$ cat src/rtl/pwm_brm_pkg.sv
package pwm_brm_pkg;

  // Boundary markers produced by the time base
  typedef struct packed {
    logic last_slot;   // slot counter at its final value
    logic frame_end;   // final slot of the final base cycle
  } pwm_tick_t;

endpackage

$ cat src/rtl/pwm_brm_timebase.sv
module pwm_brm_timebase
  import pwm_brm_pkg::*;
#(
  parameter int CW = 8,
  parameter int FW = 6
) (
  input  logic          clk,
  input  logic          rst_n,
  input  logic          en,
  output logic [CW-1:0] slot_o,
  output logic [FW-1:0] frame_o,
  output pwm_tick_t     tick_o
);

  localparam logic [CW-1:0] SLOT_MAX  = {CW{1'b1}};
  localparam logic [FW-1:0] FRAME_MAX = {FW{1'b1}};

  logic [CW-1:0] slot_q, slot_d;
  logic [FW-1:0] frame_q, frame_d;

  always_comb begin
    tick_o.last_slot = (slot_q == SLOT_MAX);
    tick_o.frame_end = tick_o.last_slot && (frame_q == FRAME_MAX);
  end

  always_comb begin
    slot_d  = slot_q;
    frame_d = frame_q;
    if (en) begin
      slot_d = slot_q + 1'b1;
      if (tick_o.last_slot) begin
        frame_d = frame_q + 1'b1;
      end
    end
  end

  always_ff @(posedge clk or negedge rst_n) begin
    if (!rst_n) begin
      slot_q  <= '0;
      frame_q <= '0;
    end else begin
      slot_q  <= slot_d;
      frame_q <= frame_d;
    end
  end

  assign slot_o  = slot_q;
  assign frame_o = frame_q;

endmodule

$ cat src/rtl/pwm_brm_cfg.sv
module pwm_brm_cfg #(
  parameter int CW = 8,
  parameter int FW = 6
) (
  input  logic          clk,
  input  logic          rst_n,
  input  logic          coarse_we,
  input  logic [CW-1:0] coarse_wdata,
  input  logic          fine_we,
  input  logic [FW-1:0] fine_wdata,
  input  logic          load_i,
  output logic [CW-1:0] duty_o,
  output logic [FW-1:0] fine_o
);

  logic [CW-1:0] coarse_sh_q, coarse_sh_d, coarse_act_q, coarse_act_d;
  logic [FW-1:0] fine_sh_q, fine_sh_d, fine_act_q, fine_act_d;

  always_comb begin
    coarse_sh_d  = coarse_we ? coarse_wdata : coarse_sh_q;
    fine_sh_d    = fine_we ? fine_wdata : fine_sh_q;
    // Active copies follow the shadow only at the frame boundary
    coarse_act_d = load_i ? coarse_sh_q : coarse_act_q;
    fine_act_d   = load_i ? fine_sh_q : fine_act_q;
  end

  always_ff @(posedge clk or negedge rst_n) begin
    if (!rst_n) begin
      coarse_sh_q  <= '0;
      fine_sh_q    <= '0;
      coarse_act_q <= '0;
      fine_act_q   <= '0;
    end else begin
      coarse_sh_q  <= coarse_sh_d;
      fine_sh_q    <= fine_sh_d;
      coarse_act_q <= coarse_act_d;
      fine_act_q   <= fine_act_d;
    end
  end

  assign duty_o = coarse_act_q;
  assign fine_o = fine_act_q;

endmodule

$ cat src/rtl/pwm_brm_dither.sv
module pwm_brm_dither #(
  parameter int FW = 6
) (
  input  logic [FW-1:0] frame_i,
  input  logic [FW-1:0] fine_i,
  output logic          insert_o
);

  // hit[k]: lowest set bit of the frame index is bit k
  logic [FW-1:0] hit;
  logic [FW-1:0] pick;

  for (genvar k = 0; k < FW; k++) begin : g_bit
    if (k == 0) begin : g_lsb
      assign hit[k] = frame_i[0];
    end else begin : g_upper
      assign hit[k] = frame_i[k] && (frame_i[k-1:0] == '0);
    end
    // Least significant fine bit serves the sparsest cycle set
    assign pick[k] = hit[k] && fine_i[FW-1-k];
  end

  assign insert_o = |pick;

endmodule

$ cat src/rtl/pwm_brm.sv
module pwm_brm
  import pwm_brm_pkg::*;
#(
  parameter int CW = 8,
  parameter int FW = 6
) (
  input  logic          clk,
  input  logic          rst_n,
  input  logic          en,
  input  logic          coarse_we,
  input  logic [CW-1:0] coarse_wdata,
  input  logic          fine_we,
  input  logic [FW-1:0] fine_wdata,
  output logic          pwm_o
);

  logic [CW-1:0] slot_w;
  logic [FW-1:0] frame_w;
  pwm_tick_t     tick_w;
  logic [CW-1:0] duty_w;
  logic [FW-1:0] fine_w;
  logic          insert_w;
  logic          load_w;
  logic          last_slot_w;
  logic          frame_end_w;
  logic          pwm_d;
  logic          pwm_q;

  assign last_slot_w = tick_w.last_slot;
  assign frame_end_w = tick_w.frame_end;
  assign load_w      = en && frame_end_w;

  pwm_brm_timebase #(.CW(CW), .FW(FW)) u_timebase (
    .clk     (clk),
    .rst_n   (rst_n),
    .en      (en),
    .slot_o  (slot_w),
    .frame_o (frame_w),
    .tick_o  (tick_w)
  );

  pwm_brm_cfg #(.CW(CW), .FW(FW)) u_cfg (
    .clk          (clk),
    .rst_n        (rst_n),
    .coarse_we    (coarse_we),
    .coarse_wdata (coarse_wdata),
    .fine_we      (fine_we),
    .fine_wdata   (fine_wdata),
    .load_i       (load_w),
    .duty_o       (duty_w),
    .fine_o       (fine_w)
  );

  pwm_brm_dither #(.FW(FW)) u_dither (
    .frame_i  (frame_w),
    .fine_i   (fine_w),
    .insert_o (insert_w)
  );

  always_comb begin
    pwm_d = 1'b0;
    if (en) begin
      pwm_d = (slot_w < duty_w) || (last_slot_w && insert_w);
    end
  end

  always_ff @(posedge clk or negedge rst_n) begin
    if (!rst_n) begin
      pwm_q <= 1'b0;
    end else begin
      pwm_q <= pwm_d;
    end
  end

  assign pwm_o = pwm_q;

endmodule

$ cat config.mk
export PLATFORM = sky130hd
export DESIGN_NAME = pwm_brm
export DESIGN_NICKNAME = d
export VERILOG_FILES = /design/src/rtl/pwm_brm_pkg.sv /design/src/rtl/pwm_brm_timebase.sv /design/src/rtl/pwm_brm_cfg.sv /design/src/rtl/pwm_brm_dither.sv /design/src/rtl/pwm_brm.sv
export SDC_FILE = /design/constraint.sdc
export NUM_CORES = 1
export LEC_CHECK = 0
export ABC_CLOCK_PERIOD_IN_PS = 3400
export BUFFER_PORTS_ARGS = -buffer_cell sky130_fd_sc_hd__buf_2
export CELL_PAD_IN_SITES_DETAIL_PLACEMENT = 0
export CELL_PAD_IN_SITES_GLOBAL_PLACEMENT = 2
export CORE_ASPECT_RATIO = 0.6
export CORE_MARGIN = 2
export CORE_UTILIZATION = 45
export CTS_BUF_LIST = sky130_fd_sc_hd__clkbuf_4 sky130_fd_sc_hd__clkbuf_8
export DETAILED_ROUTE_END_ITERATION = 10
export PLACE_DENSITY = 0.85
export SLEW_MARGIN = 20
export SYNTH_ARGS = -nofsm -noshare
export SYNTH_HDL_FRONTEND = slang
export SYNTH_SLANG_ARGS = --single-unit
$ cat constraint.sdc
create_clock -name clk -period 3.4 [get_ports clk]
set_clock_uncertainty 0.05 [all_clocks]
set_input_delay 0.34 -clock clk [delete_from_list [all_inputs] [get_ports clk]]
set_output_delay 0.34 -clock clk [all_outputs]
set_load 0.05 [all_outputs]
==> metrics.md, run 1 <==
| Metric | Value |
|---|---|
| Drt pass-1 iters | `4` |
| Area growth from synthesis to layout | `12.9%` |
| Initial cell density of the core | `47.8%` |
| Clock buffer count from CTS | `5` |
| Ratio of final minimum period to clock period | `57.1%` |
| Standard-cell row count | `18` |
| Num Clock Sinks | `43` |
| Hold_buf cts | `0` |
| Endpoint required time on the critical path | `3540 ps` |
| Placer congestion estimate | `0.727` |
| Part of the total power dissipated in sequential elements | `51.2%` |
| Ant. Diodes | `0` |
| Combinational share of power | `17.2%` |
| Share of synthesized area occupied by flip-flops and latches | `53.8%` |
| Hold violation count in the final report | `0` |
| Worst path slowest cell | `sky130_fd_sc_hd__dfrtp_1` |
| Core box area | `4190 µm²` |
| DP HPWL | `2460 µm` |
| I/O pin count | `20` |
| Top delay family on crit path | `simple AND/OR/NAND/NOR gates` |
| Post-detailed-route count of antenna-violating nets | `0` |
| Time the final worst path needs with I/O delays and setup | `1940 ps` |
| Leakage | `1.10 nW` |
| Cells along the critical path | `ha_1 -> nand4_4 -> nor2_8 -> nand4_4 -> mux2_4` |
| PwrDens | `562 nW/µm²` |
| Post-synthesis sequential element count | `43` |
| Setup repair after global routing missed its margin | `no` |
| Avg WL per Cell | `14.1 µm` |
| Largest stage delay on the critical path | `440 ps` |
| Vias per cell | `4.89` |
| Post-synth net total | `175` |
| Transition at the pin with the smallest max-transition slack | `932 ps` |
| Fraction of final layout cells sized beyond drive strength 1 | `35.7%` |
| Relative contribution of the clock network to total power | `31.7%` |
| Cell at the root of the clock tree | `sky130_fd_sc_hd__clkbuf_8` |
| Arrival time of the worst setup path | `2080 ps` |
| H-tree levels | `2` |
| DR iter-0 viols | `49` |
| Global Route Usage Sum | `15.1%` |
| Clock slew at the register clock pins of the worst setup and hold paths | `90 ps` |
| CTS tree | `yes` |
| Post-Route Utilization | `54.0%` |
| Area fraction of the dominant cell type after synthesis | `53.8%` |
| Internal portion of total power | `905 µW` |
| Antenna violations before repair | `0` |
| Maximum frequency from static timing analysis | `0.515 GHz` |
| Setup crit end kind | `flop` |
| Run status | `complete, no violations` |
| Fillers | `374` |
| Number of DRC violations after detailed routing | `0` |
| Avg Cell Area, Syn | `13.8 µm²` |
| Sum Neg Setup Slack | `0 ps` |
| Maximum number of pins on one net before global-route repair | `44` |
| Yosys Warn Count | `0` |
| Largest area contributor in the synthesized netlist | `sky130_fd_sc_hd__dfrtp_1` |
| Later-pin clock latency in the skew report | `300 ps` |
| Post-layout nets | `197` |
| Number of gates resized after CTS | `0` |
| Crit path kind | `flop to flop` |
| Combined buffer and inverter count along the critical path | `0` |
| Area enclosed by the die boundary | `5020 µm²` |
| Clock Tree Buf Depth | `2` |
| Total Power Consumption | `1.27 mW` |
| Synth area leaders | `sky130_fd_sc_hd__dfrtp_1, sky130_fd_sc_hd__mux2_2, sky130_fd_sc_hd__mux2_4` |
| Max rail drop VDD | `311 µV` |
| Vias in the first global route | `1150` |
| Input/output buffers | `19` |
| Library cell appearing most often on the critical path | `sky130_fd_sc_hd__nand4_4` |
| Post-synthesis cell area | `2000 µm²` |
| Max-slew headroom at the worst pin | `37.8%` |
| Gate count of the mapped netlist | `145` |
| Count of different cell masters after synthesis | `27` |
| Net Sw Frac | `28.7%` |
| Global-route wire length before repair | `5830 µm` |
| CP startpoint kind | `flop` |
| Vertical die dimension | `55.7 µm` |
| Crit Path Max Fanout | `14` |
| Path type of the worst min-delay path | `input pin to asynchronous set/reset pin` |
| DRT Wirelength | `3210 µm` |
| Sum of overflow across all layers after global routing | `0` |
| Net switching power of the design | `365 µW` |
| Count of endpoints failing setup in the final report | `0` |
| Horizontal die dimension | `90.1 µm` |
| Vias after detailed routing | `1114` |
| Number of pins with negative max-slew slack in the final report | `0` |
| Max-cap violations | `0` |
| # Post-CTS Setup Buffers | `0` |
[per-layer routing]
metal / routed length [µm] / part of all wire [%] / global-route usage [%] / vias to the layer above
li1: - / - / - / 556
met1: 1800 / 56 / 23.0 / 528
met2: 1250 / 39 / 19.3 / 24
met3: 108 / 3.4 / 3.66 / 6
met4: 42 / 1.3 / 7.91 / 0
met5: 0 / 0 / 0 / -
[final cells by class]
class                   count  area, µm²  area share [%]
repair buffers             19       95.1            4.21
flip-flops and latches     43       1080            47.6
multi-input cells          88        862            38.1
well taps                  60       75.1            3.32
inverters                  10       37.5            1.66
clock inverters             3       46.3            2.05
clock buffers               5       68.8            3.04
[flip-flops by register name, summed over array words and instances (netlist names)]
register            flops
u_cfg.fine_sh_q         6
u_timebase.frame_o      6
pwm_o                   1
u_timebase.slot_o       8
u_cfg.fine_o            6
u_cfg.duty_o            8
u_cfg.coarse_sh_q       8
[Yosys cell counts]
cell,number
sky130_fd_sc_hd__dfrtp_1,43
sky130_fd_sc_hd__mux2_2,19
sky130_fd_sc_hd__ha_1,11
sky130_fd_sc_hd__inv_1,10
sky130_fd_sc_hd__mux2_4,10
sky130_fd_sc_hd__xnor2_1,8
sky130_fd_sc_hd__nand2_1,6
sky130_fd_sc_hd__nand4_1,5
sky130_fd_sc_hd__xor2_1,4
sky130_fd_sc_hd__nand3_1,3
sky130_fd_sc_hd__o21ai_0,3
sky130_fd_sc_hd__a21oi_1,2
sky130_fd_sc_hd__and3_1,2
sky130_fd_sc_hd__clkbuf_1,2
sky130_fd_sc_hd__nand3b_1,2
sky130_fd_sc_hd__nand4_4,2
sky130_fd_sc_hd__nor2_1,2
sky130_fd_sc_hd__o2111ai_1,2
sky130_fd_sc_hd__a2111oi_0,1
sky130_fd_sc_hd__a211oi_1,1
sky130_fd_sc_hd__a21o_1,1
sky130_fd_sc_hd__a22oi_1,1
sky130_fd_sc_hd__buf_4,1
sky130_fd_sc_hd__buf_6,1
sky130_fd_sc_hd__nor2_8,1
sky130_fd_sc_hd__nor2b_1,1
sky130_fd_sc_hd__or3b_2,1
[cell usage in the layout, fill, tap and decap left out, types with 4 or more instances in the layout]
cell type,instances
sky130_fd_sc_hd__xnor2_1,8
sky130_fd_sc_hd__mux2_2,19
sky130_fd_sc_hd__inv_1,10
sky130_fd_sc_hd__nand4_1,5
sky130_fd_sc_hd__buf_2,19
sky130_fd_sc_hd__ha_1,11
sky130_fd_sc_hd__xor2_1,4
sky130_fd_sc_hd__clkbuf_8,5
sky130_fd_sc_hd__mux2_4,10
sky130_fd_sc_hd__nand2_1,6
sky130_fd_sc_hd__dfrtp_1,43
[worst register-to-register path, stage by stage, from the launching register on]
cell                      delay [ps]
sky130_fd_sc_hd__dfrtp_1         440
sky130_fd_sc_hd__ha_1            240
sky130_fd_sc_hd__nand4_4         160
sky130_fd_sc_hd__nor2_8          220
sky130_fd_sc_hd__nand4_4         310
sky130_fd_sc_hd__mux2_4          400
[kinds of logic after synthesis]
kind of cell | share of synthesized area, %
flops | 53.7
xor+xnor | 5.25
mux | 18.2
compound gates | 3.69
simple gates | 9.06
fa+ha+maj | 6.87
buf+inv | 3.19
[worst paths after layout]
path	from	to	slack (ps)	cells past startpoint
setup reg to reg	u_timebase.slot_o[0]	u_cfg.duty_o[3]	1460	5
max in group asynchronous	rst_n	u_timebase.frame_o[2]	2590	1
min in group clk	fine_wdata[5]	u_cfg.fine_sh_q[5]	210	2
hold / removal	rst_n	u_cfg.coarse_sh_q[3]	130	1
setup / recovery	u_timebase.slot_o[0]	u_cfg.duty_o[3]	1460	5
hold reg to reg	u_cfg.duty_o[2]	u_cfg.duty_o[2]	460	1
[power groups by stage]
stage | combinational, mW | sequential, mW | clock [mW]
final | 0.218 | 0.650 | 0.402
after global routing | 0.255 | 0.663 | 0.437
after CTS | 0.222 | 0.651 | 0.417
after detailed placement | 0.221 | 0.661 | 0
after global placement | 0.210 | 0.656 | 0
after floorplan | 0.154 | 0.651 | 0
[through the flow]
step / cell area, µm² / hold slack (ps) / cells / setup slack, ps
floorplan: 2000 / -5.59 / 145 / 1670
global placement: 2150 / 447 / 220 / 1530
detailed placement: 2150 / 450 / 220 / 1470
CTS: 2260 / 143 / 228 / 1440
global route: 2260 / 209 / 228 / 1360
finish: 2260 / 126 / 228 / 1460
Power figures use the tool's default switching activity.
==> run 2: changes to the inputs <==
--- a/config.mk
+++ b/config.mk
@@ -5,16 +5,16 @@
 export SDC_FILE = /design/constraint.sdc
 export NUM_CORES = 1
 export LEC_CHECK = 0
-export ABC_CLOCK_PERIOD_IN_PS = 3400
+export ABC_CLOCK_PERIOD_IN_PS = 1800
 export BUFFER_PORTS_ARGS = -buffer_cell sky130_fd_sc_hd__buf_2
 export CELL_PAD_IN_SITES_DETAIL_PLACEMENT = 0
 export CELL_PAD_IN_SITES_GLOBAL_PLACEMENT = 2
 export CORE_ASPECT_RATIO = 0.6
 export CORE_MARGIN = 2
-export CORE_UTILIZATION = 45
+export CORE_UTILIZATION = 43
 export CTS_BUF_LIST = sky130_fd_sc_hd__clkbuf_4 sky130_fd_sc_hd__clkbuf_8
 export DETAILED_ROUTE_END_ITERATION = 10
-export PLACE_DENSITY = 0.85
+export PLACE_DENSITY = 0.82
 export SLEW_MARGIN = 20
 export SYNTH_ARGS = -nofsm -noshare
 export SYNTH_HDL_FRONTEND = slang
==> constraint.sdc (replaced) <==
create_clock -name clk -period 1.8 [get_ports clk]
set_clock_uncertainty 0.05 [all_clocks]
set_input_delay 0.18 -clock clk [delete_from_list [all_inputs] [get_ports clk]]
set_output_delay 0.18 -clock clk [all_outputs]
set_load 0.05 [all_outputs]
==> metrics.md, run 2 (synthesis results as in run 1) <==
| Metric | Value |
|---|---|
| Max rail drop VDD | `569 µV (+83%)` |
| Maximum number of pins on one net before global-route repair | `44 (unchanged)` |
| Hold violation count in the final report | `0 (unchanged)` |
| Combinational share of power | `20.9% (+3.7 points)` |
| PwrDens | `987 nW/µm² (+76%)` |
| CTS tree | `yes` |
| Smallest hold slack | `61.5 ps (-64.0 ps)` |
| DRT Wirelength | `3190 µm (-0.50%)` |
| Count of endpoints failing setup in the final report | `0 (unchanged)` |
| Crit Path Max Fanout | `4 (-10)` |
| Met2 routing resource usage after global routing | `20.6% (+1.3 points)` |
| FF-to-FF End | `pwm_o` |
| Core box area | `4520 µm² (+7.8%)` |
| Global Route Usage Sum | `15.0% (-0.045 points)` |
| Vias per cell | `4.91 (+0.51%)` |
| Vertical die dimension | `56.9 µm (+2.1%)` |
| Net Sw Frac | `29.8% (+1.1 points)` |
| Leakage | `1.12 nW (+2.2%)` |
| Drt pass-1 iters | `4 (unchanged)` |
| CP startpoint kind | `flop` |
| Net switching power of the design | `674 µW (+85%)` |
| Max-slew headroom at the worst pin | `64.7% (+27 points)` |
| Standard-cell row count | `19 (+1)` |
| Clock buffer count from CTS | `5 (unchanged)` |
| Run status | `complete, no violations` |
| Area growth from synthesis to layout | `14.5%` |
| H-tree levels | `2 (unchanged)` |
| Number of DRC violations after detailed routing | `0 (unchanged)` |
| Top Usage Layer GRT | `met1` |
| Fraction of final layout cells sized beyond drive strength 1 | `37.0% (+1.3 points)` |
| Initial cell density of the core | `44.3% (-3.5 points)` |
| Sum of overflow across all layers after global routing | `0 (unchanged)` |
| Cells along the critical path | `buf_4 -> ha_1 -> or3b_2 -> o2111ai_1 -> a21oi_1 -> o21ai_1` |
| DR iter-0 viols | `52 (+6.1%)` |
| I/O pin count | `20 (unchanged)` |
| Relative contribution of the clock network to total power | `25.9% (-5.8 points)` |
| Startpoint of the lowest-slack hold path | `fine_wdata[1]` |
| Sink of the worst hold path | `u_cfg.fine_sh_q[1]` |
| Setup repair after global routing missed its margin | `no` |
| Part of the total power dissipated in sequential elements | `53.2% (+2.0 points)` |
| Max-cap violations | `0 (unchanged)` |
| Largest stage delay on the critical path | `430 ps (about the same)` |
| Sum Neg Setup Slack | `0 ps (unchanged)` |
| Global-route wire length before repair | `5910 µm (+1.3%)` |
| Area enclosed by the die boundary | `5240 µm² (+4.4%)` |
| Grt met1 use | `22.0% (-1.0 points)` |
| Worst r2r path cells | `6 (+1)` |
| Antenna violations before repair | `0 (unchanged)` |
| Maximum frequency from static timing analysis | `0.592 GHz (+15%)` |
| Input/output buffers | `19 (unchanged)` |
| Arrival time of the worst setup path | `1850 ps (-230 ps)` |
| Vias after detailed routing | `1159 (+4.0%)` |
| Ant. Diodes | `0 (unchanged)` |
| Post-layout nets | `203 (+3.0%)` |
| Most frequent cells in the layout | `sky130_fd_sc_hd__dfrtp_1, sky130_fd_sc_hd__mux2_2, sky130_fd_sc_hd__buf_2, sky130_fd_sc_hd__ha_1` |
| Path type of the worst min-delay path | `input pin to flop` |
| Worst path slowest cell | `sky130_fd_sc_hd__or3b_2` |
| Internal portion of total power | `1.59 mW (+75%)` |
| Endpoint required time on the critical path | `1960 ps (-1580 ps)` |
| Register-to-register setup slack | `110 ps (-1350 ps)` |
| Top delay family on crit path | `simple AND/OR/NAND/NOR gates` |
| Avg WL per Cell | `13.5 µm (-3.9%)` |
| Met3 layer usage reported by global route | `4.03% (+0.37 points)` |
| Later-pin clock latency in the skew report | `290 ps (about the same)` |
| Setup crit end kind | `flop` |
| Transition at the pin with the smallest max-transition slack | `529 ps (-403 ps)` |
| Combined buffer and inverter count along the critical path | `1 (+1)` |
| Horizontal die dimension | `92.1 µm (+2.2%)` |
| Commonest non-fill, non-tap cell in the layout | `sky130_fd_sc_hd__dfrtp_1` |
| Ratio of final minimum period to clock period | `93.8% (+37 points)` |
| Crit path kind | `flop to flop` |
| Placer congestion estimate | `0.782 (+7.6%)` |
| Clock slew at the register clock pins of the worst setup and hold paths | `80 ps (about the same)` |
| DP HPWL | `2370 µm (-3.4%)` |
| Vias in the first global route | `1203 (+4.6%)` |
| Post-detailed-route count of antenna-violating nets | `0 (unchanged)` |
| Cell count of the worst hold path | `2` |
| Clock Tree Buf Depth | `2 (unchanged)` |
| Cell at the root of the clock tree | `sky130_fd_sc_hd__clkbuf_8` |
| Number of pins with negative max-slew slack in the final report | `0 (unchanged)` |
| Time the final worst path needs with I/O delays and setup | `1690 ps (-254 ps)` |
| Num Clock Sinks | `43 (unchanged)` |
| Startpoint of the lowest-slack register-to-register path | `u_timebase.slot_o[1]` |
[run 2: changes by cell type in the layout (fill, tap and decap cells not counted)]
cell	previous run	this run
sky130_fd_sc_hd__o21ai_0	3	2
sky130_fd_sc_hd__buf_12	0	1
sky130_fd_sc_hd__clkinvlp_4	1	0
sky130_fd_sc_hd__clkinv_2	0	1
sky130_fd_sc_hd__inv_6	1	0
sky130_fd_sc_hd__bufinv_16	1	0
sky130_fd_sc_hd__buf_4	0	4
sky130_fd_sc_hd__o21ai_1	0	1
sky130_fd_sc_hd__clkinv_4	0	1
sky130_fd_sc_hd__dlygate4sd3_1	0	1
[run 2: how the worst max path moves through the flow]
stage / start / end / slack [ps] / depth (start not counted)
6_report: u_timebase.slot_o[1] / pwm_o / 110 / 6
5_1_grt: u_timebase.slot_o[1] / pwm_o / 6 / 6
4_1_cts: u_timebase.slot_o[1] / pwm_o / 10 / 6
3_5_place_dp: u_timebase.slot_o[1] / pwm_o / 30 / 6
3_3_place_gp: u_timebase.slot_o[0] / u_cfg.duty_o[0] / 60 / 5
2_1_floorplan: u_timebase.slot_o[0] / u_cfg.duty_o[0] / 70 / 6
[run 2: what timing repair did]
action | in CTS | in global routing
setup endpoints to repair | 0 | 15
hold buffers | 1 | 0
buffers inserted | 0 | 1
endpoints found under the hold margin | 43 | 0
gates resized for setup | 0 | 1
[run 2: power by group through the flow]
stage               sequential [mW]  clock (mW)  combinational [mW]
floorplan                      1.23           0               0.291
global placement               1.22           0               0.446
detailed placement             1.22           0               0.476
CTS                            1.20       0.600               0.483
global route                   1.23       0.655               0.555
finish                         1.20       0.585               0.473
[run 2: per-stage QoR]
stage          setup WS [ps]  instances  utilization [%]  power [mW]  cell area (µm²)
2_1_floorplan           68.8        145                -        1.52             2000
3_3_place_gp            63.1        227             48.3        1.67             2180
3_5_place_dp            27.7        227             48.3        1.70             2180
4_1_cts                 10.8        235             50.3        2.29             2270
5_1_grt                 6.30        236             50.7        2.44             2290
6_report                 111        236             50.7        2.26             2290
[run 2: cell type report]
type	instances	area (µm²)
clock buffer	5	68.8
clock inverter	2	13.8
fill	401	2220
inverter	10	37.5
multi-input combinational	88	862
sequential	43	1080
tap	63	78.8
timing repair buffer	25	155
[run 2: routing by layer]
metal  part of all wire [%]  wire length (µm)  up-vias
met1                     52              1670      565
met5                      0                 0        -
met3                    4.3               136        7
li1                       -                 -      563
met2                     42              1330       24
met4                    2.0                63        0
==> run 3: changes to the inputs <==
--- a/config.mk
+++ b/config.mk
@@ -11,10 +11,11 @@
 export CELL_PAD_IN_SITES_GLOBAL_PLACEMENT = 2
 export CORE_ASPECT_RATIO = 0.6
 export CORE_MARGIN = 2
-export CORE_UTILIZATION = 43
-export CTS_BUF_LIST = sky130_fd_sc_hd__clkbuf_4 sky130_fd_sc_hd__clkbuf_8
+export CORE_UTILIZATION = 41
+export CTS_BUF_LIST = sky130_fd_sc_hd__clkbuf_16
 export DETAILED_ROUTE_END_ITERATION = 10
-export PLACE_DENSITY = 0.82
+export GPL_ROUTABILITY_DRIVEN = 0
+export PLACE_DENSITY = 0.78
 export SLEW_MARGIN = 20
 export SYNTH_ARGS = -nofsm -noshare
 export SYNTH_HDL_FRONTEND = slang
==> metrics.md, run 3 (synthesis results as in run 1) <==
| Metric | Value |
|---|---|
| Count of endpoints failing setup in the final report | `0 (unchanged)` |
| Total Power Consumption | `2.83 mW (+25%)` |
| Later-pin clock latency in the skew report | `280 ps (about the same)` |
| Arrival time of the worst setup path | `1830 ps (-20 ps)` |
| Vias in the first global route | `1186 (-1.4%)` |
| Transition at the pin with the smallest max-transition slack | `362 ps (-167 ps)` |
| Most frequent cells in the layout | `sky130_fd_sc_hd__dfrtp_1, sky130_fd_sc_hd__mux2_2, sky130_fd_sc_hd__buf_2, sky130_fd_sc_hd__ha_1` |
| Time the final worst path needs with I/O delays and setup | `1680 ps (-13.1 ps)` |
| CP startpoint kind | `flop` |
| Cell at the root of the clock tree | `sky130_fd_sc_hd__clkbuf_16` |
| Ratio of final minimum period to clock period | `93.1% (-0.73 points)` |
| Vias per cell | `4.86 (-1.1%)` |
| Sum Neg Setup Slack | `0 ps (unchanged)` |
| I/O pin count | `20 (unchanged)` |
| DP HPWL | `2410 µm (+1.5%)` |
| Standard-cell row count | `19 (unchanged)` |
| Setup crit end kind | `flop` |
| DR iter-0 viols | `36 (-31%)` |
| Number of DRC violations after detailed routing | `0 (unchanged)` |
| Internal portion of total power | `2.12 mW (+34%)` |
| Crit Path Max Fanout | `4 (unchanged)` |
| Global Route Usage Sum | `13.9% (-1.1 points)` |
| Clock buffer count from CTS | `5 (unchanged)` |
| Path type of the worst min-delay path | `input pin to flop` |
| Num Clock Sinks | `43 (unchanged)` |
| Input/output buffers | `19 (unchanged)` |
| Part of the total power dissipated in sequential elements | `42.8% (-10 points)` |
| Vertical die dimension | `58.1 µm (+2.2%)` |
| Commonest non-fill, non-tap cell in the layout | `sky130_fd_sc_hd__dfrtp_1` |
| H-tree levels | `2 (unchanged)` |
| Post-layout nets | `203 (unchanged)` |
| CTS tree | `yes` |
| Max-slew headroom at the worst pin | `75.2% (+10 points)` |
| Antenna violations before repair | `0 (unchanged)` |
| Setup repair after global routing missed its margin | `no` |
| Leakage | `1.17 nW (+4.5%)` |
| Crit path kind | `flop to flop` |
| Hold violation count in the final report | `0 (unchanged)` |
| Fraction of final layout cells sized beyond drive strength 1 | `37.4% (+0.36 points)` |
| Number of pins with negative max-slew slack in the final report | `0 (unchanged)` |
| Post-Route Utilization | `52.1% (+1.3 points)` |
| Max rail drop VDD | `507 µV (-11%)` |
| Maximum frequency from static timing analysis | `0.597 GHz (+0.78%)` |
| Combinational share of power | `16.4% (-4.5 points)` |
| Area enclosed by the die boundary | `5480 µm² (+4.6%)` |
| Post-detailed-route count of antenna-violating nets | `0 (unchanged)` |
| Avg WL per Cell | `13.5 µm (+0.14%)` |
| PwrDens | `1170 nW/µm² (+19%)` |
| Drt pass-1 iters | `4 (unchanged)` |
| Vias after detailed routing | `1151 (-0.69%)` |
| Global-route wire length before repair | `5690 µm (-3.7%)` |
| Core box area | `4640 µm² (+2.6%)` |
| Initial cell density of the core | `43.2% (-1.1 points)` |
| Clock Tree Buf Depth | `2 (unchanged)` |
| Clock slew at the register clock pins of the worst setup and hold paths | `60 ps (-20 ps)` |
| Relative contribution of the clock network to total power | `40.8% (+15 points)` |
| Max-cap violations | `0 (unchanged)` |
| Net Sw Frac | `25.0% (-4.8 points)` |
| Run status | `complete, no violations` |
| Net switching power of the design | `708 µW (+5.0%)` |
| Sum of overflow across all layers after global routing | `0 (unchanged)` |
| Ant. Diodes | `0 (unchanged)` |
| Horizontal die dimension | `94.2 µm (+2.3%)` |
| Maximum number of pins on one net before global-route repair | `44 (unchanged)` |
| Endpoint required time on the critical path | `1950 ps (about the same)` |
| DRT Wirelength | `3210 µm (+0.56%)` |
| Area growth from synthesis to layout | `20.6%` |
[run 3: what timing repair did]
| action | in CTS | in global routing |
|---|---|---|
| endpoints found under the hold margin | 43 | 0 |
| resized for setup | 0 | 1 |
| hold buffers | 1 | 0 |
| setup endpoints to repair | 0 | 15 |
| setup buffers | 0 | 1 |
[run 3: power by group through the flow]
| stage | clock, mW | sequential [mW] | combinational [mW] |
|---|---|---|---|
| final | 1.15 | 1.21 | 0.464 |
| after CTS | 1.18 | 1.21 | 0.471 |
| after floorplan | 0 | 1.23 | 0.291 |
| after global placement | 0 | 1.22 | 0.452 |
| after global routing | 1.22 | 1.23 | 0.531 |
| after detailed placement | 0 | 1.23 | 0.468 |
[run 3: final timing paths]
kind                                          to                 start  slack [ps]  depth (start not counted)
setup reg to reg                           pwm_o  u_timebase.slot_o[1]         120                          6
hold / removal                u_cfg.fine_sh_q[3]         fine_wdata[3]          80                          2
setup / recovery                           pwm_o  u_timebase.slot_o[1]         120                          6
min in group asynchronous   u_cfg.coarse_sh_q[2]                 rst_n         350                          3
max in group asynchronous  u_timebase.frame_o[5]                 rst_n        1140                          3
hold reg to reg                  u_cfg.fine_o[1]    u_cfg.fine_sh_q[1]         450                          1
[run 3: area by class of cell]
| class | instances | area (µm²) |
|---|---|---|
| fillers | 386 | 2220 |
| flip-flops and latches | 43 | 1080 |
| multi-input cells | 88 | 862 |
| repair buffers | 25 | 168 |
| clock buffers | 5 | 125 |
| well taps | 63 | 78.8 |
| clock inverters | 3 | 67.6 |
| inverters | 10 | 37.5 |
[run 3: layer usage]
metal  vias up  routed length, µm  track usage, %
met3         5                118            3.90
met2        19               1290            18.7
li1        564                  -               -
met5         -                  0               0
met4         0                 43            5.59
met1       563               1750            21.0
[run 3: metrics by stage]
step / hold WS, ps / instances / instance area, µm² / setup slack, ps
floorplan: -166 / 145 / 2000 / 68.8
global placement: 116 / 227 / 2190 / 52.2
detailed placement: 121 / 227 / 2190 / 17.5
CTS: 70.6 / 236 / 2390 / 10.3
global route: 72.2 / 237 / 2410 / 17.0
finish: 79.3 / 237 / 2410 / 124
[run 3: critical path, stage by stage (launching register included)]
cell and delay, ps:
sky130_fd_sc_hd__dfrtp_1 390, sky130_fd_sc_hd__buf_4 150, sky130_fd_sc_hd__ha_1 200, sky130_fd_sc_hd__or3b_2 440, sky130_fd_sc_hd__o2111ai_1 120, sky130_fd_sc_hd__a21oi_1 90, sky130_fd_sc_hd__o21ai_1 160
